**config.mk**
```make
export PLATFORM = sky130hd
export DESIGN_NAME = bank_irq_ctrl
export DESIGN_NICKNAME = d
export VERILOG_FILES = /design/src/rtl/bank_irq_ctrl.sv
export SDC_FILE = /design/constraint.sdc
export NUM_CORES = 1
export LEC_CHECK = 0
export BUFFER_PORTS_ARGS = -buffer_cell sky130_fd_sc_hd__buf_2
export CAP_MARGIN = 5
export CORE_MARGIN = 3
export CORE_UTILIZATION = 25
export DETAILED_ROUTE_END_ITERATION = 8
export MAX_ROUTING_LAYER = met4
export PLACE_DENSITY = 0.51
export SETUP_SLACK_MARGIN = 0.15
export SYNTH_ARGS = -nofsm -noshare
export SYNTH_HDL_FRONTEND = slang
export SYNTH_SLANG_ARGS = --single-unit
```
**constraint.sdc**
```tcl
create_clock -name clk -period 2.6 [get_ports clk]
set_input_delay 0.26 -clock clk [delete_from_list [all_inputs] [get_ports clk]]
set_output_delay 0.26 -clock clk [all_outputs]
set_load 0.02 [all_outputs]
```
**src/rtl/bank_irq_ctrl.sv**
```systemverilog
module bank_irq_ctrl #(
  parameter int ADDR_W = 6,
  parameter int DATA_W = 32,
  parameter int REG_W = 16,
  parameter logic [REG_W-1:0] IRQ_BANK = 16'd18,
  parameter logic [ADDR_W-1:0] OFS_BANK = 6'h0E,
  parameter logic [ADDR_W-1:0] OFS_EN = 6'h00,
  parameter logic [ADDR_W-1:0] OFS_ST = 6'h02,
  parameter logic [ADDR_W-1:0] OFS_ACK = 6'h2C
) (
  input  logic              clk,
  input  logic              rst_n,
  input  logic              host_wr,
  input  logic              host_rd,
  input  logic [ADDR_W-1:0] host_addr,
  input  logic [DATA_W-1:0] host_wdata,
  output logic [DATA_W-1:0] host_rdata,
  input  logic [6:0]        evt_in,
  output logic              irq_out
);
  localparam int N_EVT = 7;
  localparam int EVT_POS [N_EVT] = '{15, 14, 13, 11, 9, 8, 7};

  function automatic logic [REG_W-1:0] spread(input logic [N_EVT-1:0] e);
    logic [REG_W-1:0] r;
    r = '0;
    for (int i = 0; i < N_EVT; i++) r[EVT_POS[i]] = e[N_EVT-1-i];
    return r;
  endfunction

  localparam logic [REG_W-1:0] LIVE = spread('1);

  logic [REG_W-1:0]  bank_q, en_q, st_q;
  logic [REG_W-1:0]  rd_word;
  logic [DATA_W-1:0] rdata_q;
  logic              irq_q;

  wire in_irq_bank = (bank_q == IRQ_BANK);
  wire wr_bank = host_wr && (host_addr == OFS_BANK);
  wire wr_en   = host_wr && in_irq_bank && (host_addr == OFS_EN);
  wire wr_st   = host_wr && in_irq_bank && (host_addr == OFS_ST);
  wire ack     = host_wr && (host_addr == OFS_ACK) && (host_wdata == DATA_W'(1));

  wire [REG_W-1:0] clr_bits = wr_st ? host_wdata[REG_W-1:0] : '0;
  wire [REG_W-1:0] st_next  = (st_q & ~clr_bits) | spread(evt_in);

  always_comb begin
    rd_word = '0;
    if (host_addr == OFS_BANK) rd_word = bank_q;
    else if (in_irq_bank && host_addr == OFS_EN) rd_word = en_q;
    else if (in_irq_bank && host_addr == OFS_ST) rd_word = st_q;
  end

  always_ff @(posedge clk) begin
    if (!rst_n) begin
      bank_q  <= '0;
      en_q    <= '0;
      st_q    <= '0;
      irq_q   <= 1'b0;
      rdata_q <= '0;
    end else begin
      if (wr_bank) bank_q <= host_wdata[REG_W-1:0];
      if (wr_en) en_q <= host_wdata[REG_W-1:0] & LIVE;
      st_q  <= st_next;
      irq_q <= (|(st_q & en_q)) && !ack;
      if (host_rd) rdata_q <= {{(DATA_W-REG_W){1'b0}}, rd_word};
    end
  end

  assign host_rdata = rdata_q;
  assign irq_out    = irq_q;
endmodule

```
==> results of run 1 <==
## where the power goes
part / switching (W) / internal (W)
clock network: 0.000279 / 0.000218
logic: 0.000101 / 0.0000555
registers: 0.0000111 / 0.000873
## final cells by class
class                   instances  share of cell area
clock buffers                   8              0.0300
inverters                       8             0.00999
multi-input cells             213               0.405
flip-flops and latches         56               0.373
well taps                     129              0.0537
repair buffers                 73               0.128
## logic make-up (layout without fill, tap and decap cells)
group | Yosys count | in the layout | share of synthesized area
simple gates | 108 | 108 | 0.231
compound gates | 82 | 82 | 0.205
flops | 56 | 56 | 0.448
buf+inv | 40 | 89 | 0.0866
mux | 7 | 7 | 0.0280
other cells | 1 | 16 | 0.00150
## layout by cell type, fill, tap and decap left out, types with 2 or more instances in the layout
cell type | netlist | layout
buf_2 | 5 | 65
dfxtp_1 | 56 | 56
nand2_1 | 54 | 54
o21ai_0 | 23 | 23
nand3_1 | 18 | 18
a31oi_1 | 16 | 16
a21boi_1 | 16 | 16
conb_1 | 1 | 16
a21oi_1 | 9 | 9
nor2b_1 | 8 | 8
buf_4 | 16 | 8
nor4_1 | 7 | 7
a221oi_1 | 7 | 7
o21ai_1 | 7 | 7
mux2i_1 | 7 | 7
inv_1 | 7 | 7
clkbuf_8 | 0 | 6
nor3_2 | 3 | 3
nand4_1 | 3 | 3
nor2_1 | 2 | 2
nor3_1 | 2 | 2
nor4_4 | 2 | 2
nor4b_1 | 2 | 2
a22oi_1 | 2 | 2
clkbuf_1 | 11 | 2
## path summary, 6_finish.rpt
| path | endpoint | cells after the start | startpoint | slack (ps) |
|---|---|---|---|---|
| setup reg to reg | en_q[9]$_SDFFE_PN0P_ | 5 | bank_q[2]$_SDFFE_PN0P_ | 690 |
| hold reg to reg | st_q[5]$_SDFF_PN0_ | 2 | st_q[5]$_SDFF_PN0_ | 440 |
| hold / removal | st_q[0]$_SDFF_PN0_ | 2 | host_wdata[0] | 150 |
| setup / recovery | en_q[9]$_SDFFE_PN0P_ | 5 | bank_q[2]$_SDFFE_PN0P_ | 690 |
## per-layer routing
metal,wire length (um),GRT usage
met1,3570,0.180
met2,3250,0.205
met3,385,0.0213
met4,89,0.0407
met5,0,-
## per-stage QoR
step                area [um2]  utilization
floorplan                 2560            -
global placement          2920        0.308
detailed placement        2920        0.308
CTS                       3010        0.318
global route              3010        0.318
finish                    3010        0.318
## flip-flops by register name, indices dropped and copies added (netlist names)
name / flops
en_q: 7
bank_q: 16
st_q: 16
irq_out: 1
host_rdata: 16
## worst max-delay path, stage by stage (launching register included)
cell,delay (ps)
dfxtp_1,330
nor4_1,370
nand4b_1,250
nor4_4,540
mux2i_1,260
nor2b_1,70
==> impl_metrics.csv, run 1 <==
group,metric,value,unit
floorplanning,die_y,106,um
power,power.total,0.00154,W
synth,ys_ff_latch,56,
synth,synth_area_leader_cell,"dfxtp_1",
grt,grt_pass1_wl,11600,um
grt,grt_max_degree,34,
layout,regArea,0.00112,mm2
sta,finalSetupTns,0,ps
sta,fin_crit_sh,0.734,
power,power_density,512,mW/mm2
clocking,cts_root_buf,"clkbuf_8",
floorplanning,io_pins,82,
floorplanning,dieArea,0.0112,mm2
placed_design,place_ws,655,ps
clocking,post_cts_buffers,0,
clocking,h-tree-depth,2,
clocking,cts.sinks,56,
critical_path,criticalPathCategory,"flop to flop",
layout,stdcell_count,487,
synth,async_flop_share,0,
critical_path,end_kind,"flop",
synth,yosys-top-cells-area,"dfxtp_1, nand2_1, a21boi_1, buf_4, o21ai_0",
sta,rsz0062_at_grt,"false",
placed_design,place_inst,479,
status,status,"completed",
sta,worst_pin_slew,642,ps
drt,drt_wl_total,7290,um
sta,fin_skew,6.81,ps
critical_path,crit_fanout,7,
clocking,cts_resized,0,
layout,multiInputGateArea,0.00122,mm2
drt,ant_nets,0,
sta,finalSetupViolations,0,
placed_design,place_congestion,0.775,
synth,yosys_most_used_dff,"dfxtp_1",
drt,drc,0,
clocking,cts_tree,"done",
clocking,clk_latency,310,ps
synth,synthTopCellsByCount,"dfxtp_1, nand2_1, o21ai_0, nand3_1",
layout,syn_to_final_growth,20.3,%
power,p_leak,1.13,nW
sta,fmax,0.524,GHz
drt,vias,2309,
grt,gr-total-overflow,0,
placed_design,port_buffers,65,
layout,antenna_cells,0,
layout,drive_above_1_share,0.243,
synth,syn-mean-instance-area,8.50,um2
floorplanning,initial_utilization,0.264,
drt,vias_per_cell,4.74,
critical_path,crit_required,2810,ps
sta,max-slew-margin-rel,0.569,
synth,ys_seq_area_frac,0.448,
power,ir_drop,0.000201,V
synth,synth_top_area_frac,0.448,
placed_design,dpl.hpwl,5530,um
drt,dr.pass1.iters,4,
grt,antenna_found_initial,0,
synth,synth.most_common_cell,"dfxtp_1",
synth,yosysWarnings,0,
sta,finalHoldViolCount,0,
sta,hold_slack,147,ps
synth,synth_edf_count,0,
layout,nNetsFinal,406,
synth,synth_cell_types,34,
clocking,clk_path_buf_depth,2,
sta,fin_crit,1910,ps
clocking,holdBufCountCts,0,
synth,syn_area,0.00250,mm2
floorplanning,die_width,106,um
sta,final_max_slew_viol_count,0,
layout,fill_cells,1043,
sta,postLayoutSetupSlackWorst,691,ps
drt,avgRoutedWirePerCell,15.0,um
drt,drt_iter0_drc,137,
floorplanning,num_rows,35,
min_path,hold_class,"input pin to flop",
critical_path,cp-start-kind,"flop",
floorplanning,core,0.00946,mm2
run,maxCapViolCount,0,
clocking,cts-buffers-inserted,5,
grt,grt_usage,0.133,
clocking,clkSlewWorstSetupHoldPaths,100,ps
grt,grt_pass1_vias,2222,
synth,postSynthCellCount,294,
critical_path,cp_data_arrival_time,2120,ps
Power figures use the tool's default switching activity.
==> inputs of run 2 (changes only) <==
==> constraint.sdc (replaced) <==
create_clock -name clk -period 2 [get_ports clk]
set_input_delay 0.2 -clock clk [delete_from_list [all_inputs] [get_ports clk]]
set_output_delay 0.2 -clock clk [all_outputs]
set_load 0.02 [all_outputs]
==> run 2 against run 1 <==
Compared with the run above: final cell count grew 1.0%; non-clock buffer count rose by 5; sequential share of layout area down 0.64 points; critical endpoint is now en_q[11]$_SDFFE_PN0P_.
==> impl_metrics.csv, run 2 (synthesis results as in run 1) <==
group,metric,value,unit
status,status,"completed",
drt,drt_wl_total,7180,um
sta,fin_crit,1740,ps
layout,syn_to_final_growth,22.4,%
clocking,clk_path_buf_depth,2,
critical_path,r2r_start,"bank_q[10]$_SDFFE_PN0P_",
placed_design,dpl.hpwl,5580,um
placed_design,place_inst,483,
grt,grt_pass1_wl,11500,um
sta,finalHoldViolCount,0,
layout,final_cell_mix,"buf_2, dfxtp_1, nand2_1",
layout,stdcell_area,0.00306,mm2
layout,drive_above_1_share,0.262,
layout,stdcell_count,492,
clocking,holdBufCountCts,0,
drt,drc,0,
grt,antenna_found_initial,0,
sta,max-slew-margin-rel,0.610,
power,power_density,652,mW/mm2
grt,gr-total-overflow,0,
clocking,clkSlewWorstSetupHoldPaths,100,ps
critical_path,r2r_slack,260,ps
sta,finalSetupViolations,0,
drt,ant_nets,0,
floorplanning,num_rows,35,
run,maxCapViolCount,0,
power,ir_drop,0.000246,V
sta,final_max_slew_viol_count,0,
clocking,cts.sinks,56,
clocking,cts_root_buf,"clkbuf_8",
clocking,cts-buffers-inserted,5,
critical_path,crit_fanout,7,
power,power.total,0.00199,W
drt,wl_met3,366,um
grt,grt_max_degree,34,
drt,dr.pass1.iters,4,
critical_path,cp_data_arrival_time,1950,ps
placed_design,port_buffers,65,
layout,antenna_cells,0,
drt,vias,2296,
sta,worst_pin_slew,584,ps
layout,fin_util,0.323,
grt,grt_pass1_vias,2197,
critical_path,criticalPathCategory,"flop to flop",
critical_path,reg2reg_depth,6,
drt,avgRoutedWirePerCell,14.6,um
critical_path,cp-start-kind,"flop",
sta,rsz0062_at_grt,"false",
power,p_leak,1.18,nW
critical_path,end_kind,"flop",
min_path,hold_class,"input pin to flop",
critical_path,worstSetupEndpoint,"en_q[11]$_SDFFE_PN0P_",
drt,drt_iter0_drc,104,
floorplanning,core,0.00946,mm2
sta,fmax,0.575,GHz
drt,top_layer_used,"met4",
placed_design,place_congestion,0.801,
floorplanning,die_y,106,um
placed_design,place_area,0.00295,mm2
min_path,worstHoldPathCells,2,
sta,fin_crit_sh,0.870,
layout,multiInputGateArea,0.00123,mm2
critical_path,reg2reg_to,"en_q[11]$_SDFFE_PN0P_",
floorplanning,initial_utilization,0.264,
floorplanning,io_pins,82,
drt,vias_per_cell,4.67,
sta,fin_skew,3.97,ps
drt,wl_met2,3330,um
grt,grt_usage,0.133,
drt,wl_met1,3390,um
critical_path,crit_required,2210,ps
floorplanning,dieArea,0.0112,mm2
layout,regArea,0.00112,mm2
sta,finalSetupTns,0,ps
layout,layout_commonest_cell,"buf_2",
clocking,h-tree-depth,2,
floorplanning,die_width,106,um
layout,fill_cells,1040,
clocking,cts_tree,"done",
critical_path,crit_path_start,"bank_q[10]$_SDFFE_PN0P_",
clocking,clk_latency,310,ps
layout,nNetsFinal,411,
run 2: layer usage:
| metal | vias up | track usage |
|---|---|---|
| met1 | 1061 | 0.183 |
| met5 | - | - |
| met3 | 5 | 0.0200 |
| li1 | 1151 | - |
| met2 | 79 | 0.203 |
| met4 | 0 | 0.0361 |
run 2: timing repair:
action | 4_1_cts | 5_1_grt
resized for setup | 0 | 2
buffers inserted | 0 | 1
setup endpoints to repair | 0 | 21
run 2: cell type report:
type                            instances  share of cell area
Tap cell                              129              0.0528
Inverter                                8             0.00982
Multi-Input combinational cell        213               0.402
Sequential cell                        56               0.366
Clock buffer                            6              0.0270
Clock inverter                          2             0.00327
Timing Repair Buffer                   78               0.138
run 2: worst min-delay path by stage:
stage	startpoint	end
4_1_cts	host_wdata[12]	st_q[12]$_SDFF_PN0_
3_3_place_gp	host_wdata[0]	st_q[0]$_SDFF_PN0_
3_5_place_dp	host_wdata[12]	st_q[12]$_SDFF_PN0_
2_1_floorplan	host_wdata[0]	st_q[0]$_SDFF_PN0_
5_1_grt	host_wdata[12]	st_q[12]$_SDFF_PN0_
6_report	host_wdata[12]	st_q[12]$_SDFF_PN0_
run 2: through the flow:
| step | hold WS (ps) | setup WS (ps) |
|---|---|---|
| finish | 81.3 | 260 |
| floorplan | 287 | 329 |
| global route | 74.3 | 149 |
| CTS | 66.3 | 231 |
| detailed placement | 406 | 263 |
| global placement | 407 | 317 |
run 2: report_power, final:
part	switching (W)	total, W	internal (W)
registers	0.0000145	0.00115	0.00114
clock network	0.000362	0.000639	0.000278
logic	0.000132	0.000205	0.0000731
total	0.000508	0.00199	0.00149
run 2: critical path: stages, from the launching register on:
cell,delay [ps]
dfxtp_1,350
nor4_2,300
nand3_2,250
nor4_4,260
buf_4,220
mux2i_1,210
nor2b_1,60
